===== src/rtl/irq_agg_pkg.sv =====
package irq_agg_pkg;

    localparam int DW        = 32;
    localparam int NBANK     = 4;

    localparam int BK_MAIN   = 0;
    localparam int BK_CORE   = 1;
    localparam int BK_DMA    = 2;
    localparam int BK_GPIO   = 3;

    localparam int POL_BIT   = 17;
    localparam int CORE_TX_B = 9;
    localparam int CORE_RX_B = 8;
    localparam int DMA_B     = 24;

    typedef enum logic [1:0] {
        OP_SRC = 2'd0,
        OP_SET = 2'd1,
        OP_CLR = 2'd2,
        OP_MSK = 2'd3
    } bank_op_e;

    typedef struct packed {
        logic [DW-1:0] pend;
        logic [DW-1:0] mask;
    } bank_st_t;

endpackage


===== src/rtl/irq_bank.sv =====
module irq_bank
    import irq_agg_pkg::*;
#(
    parameter logic [DW-1:0] MASK_RST = '0
) (
    input  logic          clk_i,
    input  logic          rst_ni,
    input  logic          wr_en_i,
    input  bank_op_e      op_i,
    input  logic [DW-1:0] wdata_i,
    input  logic [DW-1:0] frc_en_i,
    input  logic [DW-1:0] frc_val_i,
    output logic [DW-1:0] pend_o,
    output logic [DW-1:0] mask_o,
    output logic [DW-1:0] pend_nx_o,
    output logic [DW-1:0] mask_nx_o
);

    bank_st_t st_d, st_q;

    always_comb begin
        st_d = st_q;
        if (wr_en_i) begin
            unique case (op_i)
                OP_SET:  st_d.pend = st_q.pend | wdata_i;
                OP_CLR:  st_d.pend = st_q.pend & ~wdata_i;
                OP_MSK:  st_d.mask = wdata_i;
                default: ;
            endcase
        end
        st_d.pend = (st_d.pend & ~frc_en_i) | (frc_val_i & frc_en_i);
    end

    always_ff @(posedge clk_i or negedge rst_ni) begin
        if (!rst_ni) begin
            st_q.pend <= '0;
            st_q.mask <= MASK_RST;
        end else begin
            st_q <= st_d;
        end
    end

    assign pend_o    = st_q.pend;
    assign mask_o    = st_q.mask;
    assign pend_nx_o = st_d.pend;
    assign mask_nx_o = st_d.mask;


    set_or_chk: assert property (@(posedge clk_i) disable iff (!rst_ni)
        (wr_en_i && op_i == OP_SET && frc_en_i == '0)
            |=> ((pend_o & $past(wdata_i)) == $past(wdata_i)));


    clr_zero_chk: assert property (@(posedge clk_i) disable iff (!rst_ni)
        (wr_en_i && op_i == OP_CLR && frc_en_i == '0)
            |=> ((pend_o & $past(wdata_i)) == '0));


    mask_load_chk: assert property (@(posedge clk_i) disable iff (!rst_ni)
        (wr_en_i && op_i == OP_MSK) |=> (mask_o == $past(wdata_i)));

endmodule


===== src/rtl/irq_pwr_gate.sv =====
module irq_pwr_gate #(
    parameter int SETTLE_CYC = 16
) (
    input  logic clk_i,
    input  logic rst_ni,
    input  logic pwr_i,
    output logic rdy_o,
    output logic rdy_nx_o
);

    localparam int CW = $clog2(SETTLE_CYC + 1);

    typedef struct packed {
        logic          pwr;
        logic [CW-1:0] cnt;
        logic          rdy;
    } gate_st_t;

    gate_st_t st_d, st_q;

    always_comb begin
        st_d     = st_q;
        st_d.pwr = pwr_i;
        if (!pwr_i) begin
            st_d.rdy = 1'b0;
            st_d.cnt = '0;
        end else if (!st_q.pwr) begin
            st_d.rdy = 1'b0;
            st_d.cnt = CW'(SETTLE_CYC);
        end else if (st_q.cnt != '0) begin
            st_d.cnt = st_q.cnt - 1'b1;
            if (st_q.cnt == CW'(1)) st_d.rdy = 1'b1;
        end
    end

    always_ff @(posedge clk_i or negedge rst_ni) begin
        if (!rst_ni) st_q <= '0;
        else         st_q <= st_d;
    end

    assign rdy_o    = st_q.rdy;
    assign rdy_nx_o = st_d.rdy;


    pwr_drop_chk: assert property (@(posedge clk_i) disable iff (!rst_ni)
        !pwr_i |=> !rdy_o);


    pwr_rise_chk: assert property (@(posedge clk_i) disable iff (!rst_ni)
        $rose(pwr_i) |=> !rdy_o);

endmodule


===== src/rtl/irq_aggregator.sv =====
module irq_aggregator
    import irq_agg_pkg::*;
#(
    parameter int ADDR_W     = 5,
    parameter int SETTLE_CYC = 16
) (
    input  logic              clk_i,
    input  logic              rst_ni,
    input  logic              pwr_i,
    input  logic              wr_en_i,
    input  logic [ADDR_W-1:0] wr_addr_i,
    input  logic [DW-1:0]     wr_data_i,
    input  logic [ADDR_W-1:0] rd_addr_i,
    output logic [DW-1:0]     rd_data_o,
    output logic              irq_o
);

    localparam int BSEL_W = ADDR_W - 2;

    typedef struct packed {
        logic [DW-1:0] cfg;
        logic          irq;
    } top_st_t;

    top_st_t st_d, st_q;

    // write decode: offset-1 splits into bank index and operation
    logic [ADDR_W-1:0] wr_rel, rd_rel;
    logic [BSEL_W-1:0] wr_bank, rd_bank;
    bank_op_e          wr_op, rd_op;
    logic [NBANK-1:0]  bank_we;
    logic              cfg_we;

    assign wr_rel  = wr_addr_i - ADDR_W'(1);
    assign rd_rel  = rd_addr_i - ADDR_W'(1);
    assign wr_bank = wr_rel[ADDR_W-1:2];
    assign rd_bank = rd_rel[ADDR_W-1:2];
    assign wr_op   = bank_op_e'(wr_rel[1:0]);
    assign rd_op   = bank_op_e'(rd_rel[1:0]);
    assign cfg_we  = wr_en_i && (wr_addr_i == '0);

    generate
        for (genvar b = 0; b < NBANK; b++) begin : g_we
            assign bank_we[b] = wr_en_i && (wr_addr_i != '0)
                                && (wr_bank == BSEL_W'(b));
        end
    endgenerate

    // secondary banks
    logic [DW-1:0] sec_pend [1:NBANK-1];
    logic [DW-1:0] sec_mask [1:NBANK-1];
    logic [DW-1:0] sec_pnx  [1:NBANK-1];
    logic [DW-1:0] sec_mnx  [1:NBANK-1];

    generate
        for (genvar b = 1; b < NBANK; b++) begin : g_sec
            irq_bank #(.MASK_RST('0)) i_bank (
                .clk_i     (clk_i),
                .rst_ni    (rst_ni),
                .wr_en_i   (bank_we[b]),
                .op_i      (wr_op),
                .wdata_i   (wr_data_i),
                .frc_en_i  ('0),
                .frc_val_i ('0),
                .pend_o    (sec_pend[b]),
                .mask_o    (sec_mask[b]),
                .pend_nx_o (sec_pnx[b]),
                .mask_nx_o (sec_mnx[b])
            );
        end
    endgenerate

    // rollup of core and DMA banks into main pending bits
    logic          core_hit, dma_hit;
    logic [DW-1:0] core_act, dma_act;
    logic [DW-1:0] frc_en, frc_val;

    assign core_hit = bank_we[BK_CORE] && (wr_op != OP_SRC);
    assign dma_hit  = bank_we[BK_DMA]  && (wr_op != OP_SRC);
    assign core_act = sec_pnx[BK_CORE] & ~sec_mnx[BK_CORE];
    assign dma_act  = sec_pnx[BK_DMA]  & ~sec_mnx[BK_DMA];

    always_comb begin
        frc_en  = '0;
        frc_val = '0;
        if (core_hit) begin
            frc_en[CORE_TX_B]  = 1'b1;
            frc_en[CORE_RX_B]  = 1'b1;
            frc_val[CORE_TX_B] = |core_act[DW/2-1:0];
            frc_val[CORE_RX_B] = |core_act[DW-1:DW/2];
        end
        if (dma_hit) begin
            frc_en[DMA_B]  = 1'b1;
            frc_val[DMA_B] = |dma_act;
        end
    end

    // main bank
    logic [DW-1:0] main_pend, main_mask, main_pnx, main_mnx;

    irq_bank #(.MASK_RST('1)) i_main (
        .clk_i     (clk_i),
        .rst_ni    (rst_ni),
        .wr_en_i   (bank_we[BK_MAIN]),
        .op_i      (wr_op),
        .wdata_i   (wr_data_i),
        .frc_en_i  (frc_en),
        .frc_val_i (frc_val),
        .pend_o    (main_pend),
        .mask_o    (main_mask),
        .pend_nx_o (main_pnx),
        .mask_nx_o (main_mnx)
    );

    // power qualifier
    logic rdy_q, rdy_nx;

    irq_pwr_gate #(.SETTLE_CYC(SETTLE_CYC)) i_gate (
        .clk_i    (clk_i),
        .rst_ni   (rst_ni),
        .pwr_i    (pwr_i),
        .rdy_o    (rdy_q),
        .rdy_nx_o (rdy_nx)
    );

    // next state: configuration and output line
    logic any_nx;

    always_comb begin
        st_d = st_q;
        if (cfg_we) st_d.cfg = wr_data_i;
        any_nx   = |(main_pnx & ~main_mnx);
        st_d.irq = rdy_nx && (st_d.cfg[POL_BIT] ? any_nx : !any_nx);
    end

    always_ff @(posedge clk_i or negedge rst_ni) begin
        if (!rst_ni) st_q <= '0;
        else         st_q <= st_d;
    end

    assign irq_o = st_q.irq;

    // read mux
    always_comb begin
        rd_data_o = '0;
        if (rd_addr_i == '0) begin
            rd_data_o = st_q.cfg;
        end else if (rd_bank == BSEL_W'(BK_MAIN)) begin
            rd_data_o = (rd_op == OP_MSK) ? main_mask : main_pend;
        end else begin
            for (int b = 1; b < NBANK; b++) begin
                if (rd_bank == BSEL_W'(b))
                    rd_data_o = (rd_op == OP_MSK) ? sec_mask[b] : sec_pend[b];
            end
        end
    end


    irq_needs_rdy_chk: assert property (@(posedge clk_i) disable iff (!rst_ni)
        irq_o |-> rdy_q);


    dma_roll_chk: assert property (@(posedge clk_i) disable iff (!rst_ni)
        dma_hit |=> (main_pend[DMA_B] == |(sec_pend[BK_DMA] & ~sec_mask[BK_DMA])));


    core_roll_chk: assert property (@(posedge clk_i) disable iff (!rst_ni)
        core_hit |=> (main_pend[CORE_TX_B]
                      == |(sec_pend[BK_CORE][DW/2-1:0] & ~sec_mask[BK_CORE][DW/2-1:0])));


    gpio_iso_chk: assert property (@(posedge clk_i) disable iff (!rst_ni)
        bank_we[BK_GPIO] |=> (main_pend == $past(main_pend)));

endmodule


===== config.mk =====
export PLATFORM = sky130hd
export DESIGN_NAME = irq_aggregator
export DESIGN_NICKNAME = d
export VERILOG_FILES = /design/src/rtl/irq_agg_pkg.sv /design/src/rtl/irq_bank.sv /design/src/rtl/irq_pwr_gate.sv /design/src/rtl/irq_aggregator.sv
export SDC_FILE = /design/constraint.sdc
export NUM_CORES = 1
export LEC_CHECK = 0
export BUFFER_PORTS_ARGS = -buffer_cell sky130_fd_sc_hd__buf_2
export CAP_MARGIN = 20
export CELL_PAD_IN_SITES_DETAIL_PLACEMENT = 0
export CELL_PAD_IN_SITES_GLOBAL_PLACEMENT = 1
export CORE_ASPECT_RATIO = 0.6
export CORE_UTILIZATION = 40
export DETAILED_ROUTE_END_ITERATION = 6
export HOLD_SLACK_MARGIN = 0.15
export PLACE_DENSITY = 0.68
export SKIP_CTS_REPAIR_TIMING = 1
export SYNTH_ARGS = -nofsm -noshare
export SYNTH_HDL_FRONTEND = slang
export SYNTH_HIERARCHICAL = 1
export SYNTH_SLANG_ARGS = --single-unit
export TNS_END_PERCENT = 20

===== constraint.sdc =====
create_clock -name clk_i -period 8.6 [get_ports clk_i]
set_input_delay 1.72 -clock clk_i [delete_from_list [all_inputs] [get_ports clk_i]]
set_output_delay 1.72 -clock clk_i [all_outputs]
set_load 0.05 [all_outputs]

Word-level counts from Yosys, hierarchy flattened
Cells that the tools add are included.
{ "classes": {"add_sub_neg": 3, "eq_ne": 12, "n_mux": 29, "bitwise": 19, "reduce_logical": 24} }
{ "ops": {"columns": ["op", "n"], "rows": [
  ["2-to-1 mux 32 bit", 12],
  ["AND 32 bit", 8],
  ["case mux 32 bit (2 select lines)", 4],
  ["2-to-1 mux 64 bit", 3],
  ["bitwise OR 32 bit", 5],
  ["inverter 32 bit", 4],
  ["OR reduction 32 bit", 2],
  ["inverter 25 -> 32 bit", 1],
  ["OR reduction 16 bit", 2],
  ["AND 25 bit", 1],
  ["2-to-1 mux 18 bit", 1],
  ["2-to-1 mux 6 bit", 3],
  ["subtractor 5 x 1 -> 5 bit (second input constant)", 3],
  ["== test 3 x 2 -> 1 bit (second input constant)", 4],
  ["zero test 5 bit", 2],
  ["nonzero test 5 bit", 2],
  ["logical AND 1 bit", 9],
  ["== test 2 bit (second input constant)", 3],
  ["== test 3 x 1 -> 1 bit (second input constant)", 2],
  ["zero test 3 bit", 2],
  ["== test 5 x 1 -> 1 bit (second input constant)", 1],
  ["2-to-1 mux 1 bit", 4],
  ["2-to-1 mux 2 bit", 2],
  ["AND reduction 2 bit", 2],
  ["other kinds (4)", 5]
]} }
{ "totals": {"ff_bits": 296, "input_bits": 46, "out_inout_bits": 33, "word_cells": 101} }

Longest topological paths before layout
{ "depth": {"ltp_word": 15, "mapped_depth": 22} }

Cells and area by module
Netlist, hierarchy kept.
{ "modules_own_cells": {"columns": ["module", "n_inst", "cells_each", "area_each_um2", "seq_area_each_um2"], "rows": [
  ["irq_bank at g_sec[1].i_bank ...", 3, 247, 3314.4, 1601.5],
  ["irq_aggregator", 1, 770, 5093.6, 825.8],
  ["irq_bank at i_main", 1, 247, 3354.5, 1641.6],
  ["irq_pwr_gate", 1, 33, 354.1, 175.2]
]} }

Least setup slack after synthesis
Ideal clock, no wire load.
{ "synth_timing": {"kind": "input to register", "startpoint": "input port wr_addr_i[0]", "endpoint": "register st_q (netlist bit irq_o)", "setup_ps": 120, "arrival_ps": 5850, "slack_ps": 2630, "stages": 22, "path_buffers": 2, "cell_sequence": "inv_1 > ha_1 > or3b_1 > nand2_1 > o311ai_0 > nor2_1 > or3b_1 > buf_6 > buf_6 > o32a_1 > inv_1 > o22ai_1 > a221oi_1 > nand4_1 > and2_1 > mux2_2 > o32a_1 > nand2b_1 > o2111ai_1 > nor4_1 > nand3_1 > and3b_1"} }
{ "synth_rtl": {"columns": ["element", "line", "rtl"], "rows": [
  ["from (decl)", "irq_aggregator.sv:11", "input logic [ADDR_W-1:0] wr_addr_i,"],
  ["to (signal assigned)", "irq_aggregator.sv:138", "else st_q <= st_d;"],
  ["to (decl)", "irq_aggregator.sv:25", "top_st_t st_d, st_q;"]
]} }

==> reports/metrics.cfg <==
[outcome]
status = complete, no violations

[placed_design]
place_hpwl_mm = 44.1
port_buffers = 78
place_congestion = 0.850

[grt]
grt_max_degree = 154
grt_pass1_vias = 15400
grt_overflow = 0
grt.total_usage = 0.294
grt_pass1_wl_mm = 103
antenna_found_initial = 4

[logic_synthesis]
syn_avg_cell_area_um2 = 10.5
synth_warnings = 6
synth_edf_count = 0
syn-instance-count = 1791
synth_area_mm2 = 0.0187
synth.top_cells.by_count = mux2_2 (288), dfrtp_1 (264), o32a_1 (159)
yosysTopAreaCellShare = 0.352
synthFlopType = dfrtp_1
yosysSeqAreaShare = 0.397
async_flop_share = 1.00
yosysTopAreaCell = dfrtp_1
synth_seq_cells = 296
synthTopCellsByArea = dfrtp_1 (35%), mux2_2 (17%), o32a_1 (8.5%)
yosys.cell_types.count = 53
yosysMostFrequentCell = mux2_2

[finish]
fillers = 4471
multiInputGateArea_mm2 = 0.0122
fin_nets = 2364
drive_gt1_frac = 0.214
seq_area_mm2 = 0.00745
syn2layout_area_growth_pct = 20.2

[detailed_routing]
wl_per_cell_um = 23.6
drc = 0
ant_nets = 0
via_per_inst = 5.34
dr.pass1.iters = 5
vias = 15800
drt_iter0_markers = 1325
finalWirelength_mm = 69.9

[pwr]
p_int_mw = 3.02
seq_power_share = 0.415
p_switching_mw = 1.44
power_density_mw_per_mm2 = 198
peakVddDrop_v = 0.000143
total_power_mw = 4.46
switching_share = 0.322
leakage_nw = 9.93
power_frac_comb = 0.259
clkPwrFrac = 0.325

[sta]
setup_viol = 0
min_period_ns = 7.02
finClkSkew_ns = 0.0231
slew_headroom = 0.261
tightest_slew_ns = 1.10
post-route-period-util = 0.816
fmax_mhz = 143
rsz0062_at_grt = false
hold_violations = 0
finalMaxSlewViolations = 0
fin_setup_tns_ns = 0

[cts]
cts_sinks = 296
clk_pin_slew_ns = 0.06
clock_insertion_delay_worst_skew_ns = 0.59
cts_buffers = 31
clock_path_buffers = 3
root_buffer = clkbuf_16
cts_tree = yes
ctsHtreeMaxLevel = 1

[die]
initial_utilization = 0.405
die_x_um = 281
dieArea_mm2 = 0.0478
rows = 61
ios = 79
coreArea_mm2 = 0.0463
fp.dieH_um = 170

[setup_path]
critPathCaptureType = flop
setup.worst_path.start_class = input port
crit_path_max_fanout = 27
criticalPathCategory = input port to flop
worst_ep_arrival_time_ns = 7.49
worstPathRequired_ns = 9.08

[min_path]
hold_class = flop to flop

[flow_run]
maxCapViolCount = 0

power groups by stage:
stage,Combinational (mW),Clock (mW),Sequential [mW]
global placement,1.12,0,1.86
floorplan,0.788,0,1.82
detailed placement,1.14,0,1.87
finish,1.16,1.45,1.85
global route,1.25,1.53,1.89
CTS,1.15,1.48,1.85
cell type report:
type / instances / area share
Tap cell: 630 / 0.0350
Antenna cell: 2 / 0.000222
Sequential cell: 296 / 0.330
Multi-Input combinational cell: 1772 / 0.542
Inverter: 86 / 0.0143
Clock inverter: 10 / 0.00788
Timing Repair Buffer: 114 / 0.0319
Clock buffer: 46 / 0.0387
worst paths after layout:
path | from | end | slack [ns] | cells after the start
worst max-delay path | wr_addr_i[0] | irq_o$_DFF_PN0_ | 1.58 | 22
worst min register to register | i_gate/st_q[6]$_DFF_PN0_ | i_gate/st_q[5]$_DFFE_PN0P_ | 0.46 | 1
max in group asynchronous | rst_ni | g_sec[3].i_bank/pend_o[1]$_DFF_PN0_ | 6.05 | 2
worst max register to register | g_sec[2].i_bank/pend_o[3]$_DFF_PN0_ | irq_o$_DFF_PN0_ | 5.02 | 15
worst min-delay path | i_gate/st_q[6]$_DFF_PN0_ | i_gate/st_q[5]$_DFFE_PN0P_ | 0.46 | 1
min in group asynchronous | rst_ni | g_sec[3].i_bank/pend_o[11]$_DFF_PN0_ | 1.09 | 1
metal layers:
layer,global-route usage,share of wire,up-vias
li1,-,-,7287
met1,0.443,0.49,8020
met2,0.441,0.43,392
met3,0.0480,0.058,76
met4,0.0539,0.018,2
met5,0,0.00011,-
stage by stage:
stage | cells | hold WS, ns | instance area [um^2] | worst slack (ns) | utilization
after floorplan | 2290 | 0.429 | 20600 | 2.63 | -
after global placement | 2897 | 0.432 | 21500 | 1.20 | 0.464
after detailed placement | 2898 | 0.451 | 21500 | 1.01 | 0.464
after CTS | 2954 | 0.460 | 22500 | 1.63 | 0.487
after global routing | 2954 | 0.495 | 22500 | 1.14 | 0.487
final | 2956 | 0.456 | 22500 | 1.58 | 0.487
registers in the layout, summed over array words and instances (netlist names):
register / flops
i_gate/rdy_o: 1
i_main/pend_o: 32
g_sec.i_bank/pend_o: 96
g_sec.i_bank/mask_o: 96
i_main/mask_o: 32
irq_o: 1
st_q: 32
i_gate/st_q: 6
critical path: stages:
cell and delay [ns]:
buf_2 0.11, inv_1 0.33, ha_1 0.30, or3b_1 0.38, nand2_1 0.08, o311ai_0 0.24
nor2_2 0.80, or3b_1 0.54, buf_4 0.30, o32a_1 0.39, inv_1 0.07, o22ai_1 0.10
a221oi_1 0.40, nand4_1 0.14, and2_1 0.18, mux2_2 0.25, o32a_1 0.17, nand2b_1 0.09
o2111ai_1 0.11, nor4_1 0.44, nand3_1 0.12, and3b_1 0.21
kinds of logic after synthesis:
group	Yosys count	synth area share
AOI/OAI and AO/OA	401	0.168
xor gates and xnor gates	4	0.00187
adders and majority gates	17	0.0113
buffers and inverters	222	0.0543
DFF	296	0.397
muxes	290	0.174
other	1	0.000200
and+or+nand+nor	560	0.193
layout by cell type (no fill, tap or decap), types with 11 or more instances in the layout:
cell	Yosys	routed
a2111oi_0	31	31
a211oi_1	33	33
a21oi_1	127	127
and2_0	15	15
and2_1	20	20
buf_2	40	76
buf_4	0	32
clkbuf_1	72	11
clkbuf_16	0	31
conb_1	1	500
dfrtp_1	264	264
dfstp_2	32	32
ha_1	17	16
inv_1	86	86
mux2_2	288	288
nand2_1	132	128
nand2b_1	27	27
nor2_1	43	38
nor2b_1	130	130
nor3b_1	32	32
nor4bb_1	128	128
o22ai_1	24	24
o32a_1	159	159
Note: power is estimated with default switching activity, not from simulation.
